**config.mk**
```make
export PLATFORM = sky130hd
export DESIGN_NAME = lf_loop_filter
export DESIGN_NICKNAME = d
export VERILOG_FILES = /design/src/rtl/lf_pkg.sv /design/src/rtl/lf_frac_mul.sv /design/src/rtl/lf_flow_ctl.sv /design/src/rtl/lf_state_stage.sv /design/src/rtl/lf_gain_stage.sv /design/src/rtl/lf_loop_filter.sv
export SDC_FILE = /design/constraint.sdc
export NUM_CORES = 2
export LEC_CHECK = 0
export ABC_AREA = 0
export BUFFER_PORTS_ARGS = -buffer_cell sky130_fd_sc_hd__buf_2
export CORE_ASPECT_RATIO = 0.5
export CORE_MARGIN = 3
export CORE_UTILIZATION = 40
export CTS_CLUSTER_SIZE = 30
export DETAILED_ROUTE_END_ITERATION = 10
export GPL_ROUTABILITY_DRIVEN = 0
export GPL_TIMING_DRIVEN = 0
export MAX_ROUTING_LAYER = met4
export SLEW_MARGIN = 20
export SYNTH_ARGS = -nofsm -noshare
export SYNTH_HDL_FRONTEND = slang
export SYNTH_SLANG_ARGS = --single-unit
```
**constraint.sdc**
```tcl
create_clock -name clk -period 30.4 [get_ports clk]
set_input_delay 6.08 -clock clk [delete_from_list [all_inputs] [get_ports clk]]
set_output_delay 6.08 -clock clk [all_outputs]
set_load 0.05 [all_outputs]
```
**src/rtl/lf_pkg.sv**
```systemverilog
package lf_pkg;
  // Default fixed-point geometry of the loop filter datapath.
  localparam int unsigned LF_DATA_W  = 32; // state / pipeline / output width
  localparam int unsigned LF_ERR_W   = 8;  // phase-error sample width
  localparam int unsigned LF_ERR_SH  = 8;  // fraction bits added to the sample
  localparam int unsigned LF_COEF_W  = 16; // coefficient width
  localparam int unsigned LF_COEF_FR = 15; // fraction bits of pole/zero coefs
  localparam int unsigned LF_GAIN_FR = 7;  // fraction bits of the gain
endpackage

```
**src/rtl/lf_frac_mul.sv**
```systemverilog
// Signed fractional multiply: full product, then an arithmetic bit slice
// that drops SHIFT low bits and keeps AW bits (floor, wrap, no saturation).
module lf_frac_mul #(
  parameter int unsigned AW    = 32,
  parameter int unsigned BW    = 16,
  parameter int unsigned SHIFT = 15
) (
  input  logic signed [AW-1:0] a,
  input  logic signed [BW-1:0] b,
  output logic signed [AW-1:0] y
);
  localparam int unsigned PW = AW + BW;
  localparam int unsigned HI = SHIFT + AW;

  logic signed [PW-1:0] prod;
  assign prod = PW'(a) * PW'(b);
  assign y    = prod[HI-1:SHIFT];

  // Bits discarded by the slice: redundant top bits and the low fraction.
  generate
    if (SHIFT > 0) begin : g_low
      logic unused_low;
      assign unused_low = ^prod[SHIFT-1:0];
    end
    if (PW > HI) begin : g_high
      logic unused_high;
      assign unused_high = ^prod[PW-1:HI];
    end
  endgenerate
endmodule

```
**src/rtl/lf_flow_ctl.sv**
```systemverilog
// Stream control: one accepted sample advances every filter register once.
module lf_flow_ctl (
  input  logic clk,
  input  logic rst_n,
  input  logic in_valid,
  input  logic out_ready,
  output logic in_ready,
  output logic step,
  output logic out_valid
);
  assign in_ready = !out_valid || out_ready;
  assign step     = in_valid && in_ready;

  always_ff @(posedge clk) begin
    if (!rst_n)         out_valid <= 1'b0;
    else if (step)      out_valid <= 1'b1;
    else if (out_ready) out_valid <= 1'b0;
  end
endmodule

```
**src/rtl/lf_state_stage.sv**
```systemverilog
// Recursive part and zero sum: c(n) = xs + P(-a1, c(n-1)); w(n) = c(n) + P(b1, c(n-1)).
module lf_state_stage #(
  parameter int unsigned DW  = 32,
  parameter int unsigned XW  = 8,
  parameter int unsigned XSH = 8,
  parameter int unsigned CW  = 16,
  parameter int unsigned CFR = 15
) (
  input  logic                 clk,
  input  logic                 rst_n,
  input  logic                 step,
  input  logic signed [XW-1:0] x,
  input  logic signed [CW-1:0] k_pole,
  input  logic signed [CW-1:0] k_zero,
  output logic signed [DW-1:0] w_next
);
  localparam int unsigned EXT = DW - XW - XSH;

  logic signed [DW-1:0] c_q;
  logic signed [DW-1:0] x_wide;
  logic signed [DW-1:0] fb_term;
  logic signed [DW-1:0] zr_term;
  logic signed [DW-1:0] c_next;

  assign x_wide = {{EXT{x[XW-1]}}, x, {XSH{1'b0}}};

  lf_frac_mul #(.AW(DW), .BW(CW), .SHIFT(CFR)) u_pole_mul (
    .a(c_q), .b(k_pole), .y(fb_term)
  );

  lf_frac_mul #(.AW(DW), .BW(CW), .SHIFT(CFR)) u_zero_mul (
    .a(c_q), .b(k_zero), .y(zr_term)
  );

  assign c_next = x_wide + fb_term;
  assign w_next = c_next + zr_term;

  always_ff @(posedge clk) begin
    if (!rst_n)    c_q <= '0;
    else if (step) c_q <= c_next;
  end
endmodule

```
**src/rtl/lf_gain_stage.sv**
```systemverilog
// Pipeline register on the zero sum, then the gain product into the output word.
module lf_gain_stage #(
  parameter int unsigned DW  = 32,
  parameter int unsigned GW  = 16,
  parameter int unsigned GSH = 15
) (
  input  logic                 clk,
  input  logic                 rst_n,
  input  logic                 step,
  input  logic signed [DW-1:0] w_in,
  input  logic signed [GW-1:0] k_gain,
  output logic signed [DW-1:0] y_q
);
  logic signed [DW-1:0] pipe_q;
  logic signed [DW-1:0] y_next;

  lf_frac_mul #(.AW(DW), .BW(GW), .SHIFT(GSH)) u_gain_mul (
    .a(pipe_q), .b(k_gain), .y(y_next)
  );

  always_ff @(posedge clk) begin
    if (!rst_n) begin
      pipe_q <= '0;
      y_q    <= '0;
    end else if (step) begin
      pipe_q <= w_in;
      y_q    <= y_next;
    end
  end
endmodule

```
**src/rtl/lf_loop_filter.sv**
```systemverilog
module lf_loop_filter
  import lf_pkg::*;
#(
  parameter int unsigned DATA_W  = LF_DATA_W,
  parameter int unsigned ERR_W   = LF_ERR_W,
  parameter int unsigned ERR_SH  = LF_ERR_SH,
  parameter int unsigned COEF_W  = LF_COEF_W,
  parameter int unsigned COEF_FR = LF_COEF_FR,
  parameter int unsigned GAIN_FR = LF_GAIN_FR
) (
  input  logic              clk,
  input  logic              rst_n,
  input  logic              in_valid,
  output logic              in_ready,
  input  logic [ERR_W-1:0]  in_err,
  input  logic [COEF_W-1:0] coef_pole,
  input  logic [COEF_W-1:0] coef_zero,
  input  logic [COEF_W-1:0] coef_gain,
  output logic              out_valid,
  input  logic              out_ready,
  output logic [DATA_W-1:0] out_ctrl
);
  // Gain product carries the sample fraction plus the gain fraction.
  localparam int unsigned GAIN_SH = ERR_SH + GAIN_FR;

  logic                     step;
  logic signed [DATA_W-1:0] w_sum;
  logic signed [DATA_W-1:0] y_word;

  lf_flow_ctl u_flow (
    .clk      (clk),
    .rst_n    (rst_n),
    .in_valid (in_valid),
    .out_ready(out_ready),
    .in_ready (in_ready),
    .step     (step),
    .out_valid(out_valid)
  );

  lf_state_stage #(
    .DW(DATA_W), .XW(ERR_W), .XSH(ERR_SH), .CW(COEF_W), .CFR(COEF_FR)
  ) u_state (
    .clk   (clk),
    .rst_n (rst_n),
    .step  (step),
    .x     ($signed(in_err)),
    .k_pole($signed(coef_pole)),
    .k_zero($signed(coef_zero)),
    .w_next(w_sum)
  );

  lf_gain_stage #(
    .DW(DATA_W), .GW(COEF_W), .GSH(GAIN_SH)
  ) u_gain (
    .clk   (clk),
    .rst_n (rst_n),
    .step  (step),
    .w_in  (w_sum),
    .k_gain($signed(coef_gain)),
    .y_q   (y_word)
  );

  assign out_ctrl = y_word;
endmodule

```
==> metrics.cfg <==
[cts]
cts_tree=done
clock-sinks=97
clockRootBuffer=clkbuf_16
cts_setup_buffers=0
cts-hold-fix-buffers=0
htreeDepth=3
cts-resized-gates=0
clk_latency_ps=380
clk_path_buf_depth=2
cts_buffers=9
clkTransAtPathRegs_ps=80

[worst_setup_path]
slowest_delay_ps=870
cp-startpoint=coef_pole[4]
crit_top_cell=fa_1
cp-start-kind=primary input
crit_fanout=10
critPathCaptureType=flip-flop
timing.rr.start=u_state.c_q[11]$_SDFFE_PN0P_
crit_type=in2reg
crit_required_ps=30680
cp.arrival_ps=18670
crit_slowest_cell=a2111oi_1

[detailed_routing]
avgRoutedWirePerCell_microns=20.9
ant_nets=0
drt_wl_total_microns=173000
dr.pass1.iters=6
drt_iter0_drc=3289
drcViolationCount=0
via_count=42000
routed_via_density=5.09

[synthesis]
synth_fa_ha_area_share_pct=60.2
dominantRegCellSynth=dfxtp_1
async_flop_share_pct=0
synth.most_common_cell=inv_1
synthMuxAreaShare_pct=0.229
synthSimpleGateAreaFrac_pct=16.1
synth_common_cells=1528 x inv_1, 1439 x fa_1, 1090 x nand2_1
synth_cell_types=74
synth_top_family_by_area=adder cells
synthesis.nets=8163
yosysSeqAreaShare_pct=3.48
synth_edf_count=0
synth_warnings=0
synth_compound_area_share_pct=4.91
netlist_area_sq_um=55800
synthXorXnorAreaFrac_pct=2.69
syn_avg_cell_area_sq_um=8.88
synth_cells=6283
netlist.area_leader.share_pct=51.6
synth_area_leaders=fa_1 52%, inv_1 10%, ha_1 8.5%
ys_seq_elements=97
yosysTopAreaCell=fa_1

[timing]
rsz0062_at_grt=no
hold_violations=0
slew_violations=0
fmax_mhz=54.4
setup_viol=0
post-route-min-period_ps=18400
skew_ps=20.7
tns_ps=0
tightest_slew_ps=1140
layout_setup_ws_ps=12000
finalCritPeriodShare_pct=60.5
slew_headroom_pct=24.2

[cells_and_area]
final_util_pct=42.8
syn2layout_area_growth_pct=5.61
nets=8262
stdcell_count=8257
drive_above_1_share_pct=2.14

[place]
io_buffers=88
dp_slack_ps=11670
hpwl_microns=149000
dp.cells=8233

[floorplanning]
row_count=96
initial_core_util_pct=40.5
die_h_microns=270
fp.dieW_microns=534
io-pin-count=94
core_sq_um=138000
design.die.area_sq_um=144000

[run]
drv_cap=0

[global_routing]
grt_overflow_total=0
grt_pass1_vias=44600
grtUsageTotal_pct=25.3
grt_start_max_net_pins=19
grt_pass1_wl_microns=269000
antenna_found_initial=10

[status]
status=finished clean

[min_path]
hold_path.class=reg2reg
hp-start=u_gain.y_q[6]$_SDFFE_PN0P_

## cells by family (layout without fill, tap and decap cells)
group	count (synthesis)	count (layout)
simple gates	1920	1920
mux	12	12
fa+ha+maj	1820	1820
other cells	0	8
compound gates	427	427
buf+inv	1838	1942
xor+xnor	169	169
flops	97	97
## worst max-delay path, delay by kind of cell
kind	cells	cell delay [ps]
buf+inv	5	1150
compound gates	16	4550
xor+xnor	3	1290
simple gates	6	1650
fa+ha+maj	9	3950
## flip-flops by register name, indices dropped and copies added, names as in the netlist
name              flops
u_gain.y_q           32
u_flow.out_valid      1
u_state.c_q          32
u_gain.pipe_q        32
## final cells by class
type                       count  area [sq um]
fill                       13800         78900
multi-input combinational   4348         47000
inverter                    1530          5740
tap                         1862          2330
sequential                    97          1940
buffer                       308          1160
timing repair buffer          88           440
clock buffer                  10           239
clock inverter                 6          77.6
antenna                        8          20.0
## path summary, 6_finish.rpt
check                                    to  cells past startpoint  slack (ps)
max          u_gain.pipe_q[31]$_SDFFE_PN0P_                     39       12000
min              u_gain.y_q[6]$_SDFFE_PN0P_                      2         460
max reg2reg  u_gain.pipe_q[31]$_SDFFE_PN0P_                     38       17340
min reg2reg      u_gain.y_q[6]$_SDFFE_PN0P_                      2         460
## per-layer routing
layer	GRT usage, %	up-vias	part of all wire, %
li1	-	18400	-
met1	33.4	21500	42
met2	38.8	1747	45
met3	5.24	330	9.8
met4	8.65	0	4.0
met5	-	-	0
## placed cells by master (no fill, tap or decap), types with 19 or more instances in the layout
cell      instances
inv_1          1528
nand2b_1         90
a21oi_1         164
clkbuf_1        303
xor2_1           47
ha_1            381
buf_2            88
xnor2_1         118
a211oi_1         21
a21o_1           61
nand3_1          33
nor3_1           19
and2_1          518
fa_1           1439
dfxtp_1          97
o21bai_1         21
nand2_1        1090
nor2_1           98
o21ai_0          62
## metrics by stage
| step | hold slack [ps] | instance area [sq um] |
|---|---|---|
| after floorplan | 474 | 55800 |
| after global placement | 439 | 58600 |
| after detailed placement | 446 | 58600 |
| after CTS | 460 | 58900 |
| after global routing | 477 | 58900 |
| final | 457 | 58900 |
Power is not shown: default switching activity piles up to over one toggle a cycle in this logic, so the estimate is an artifact.
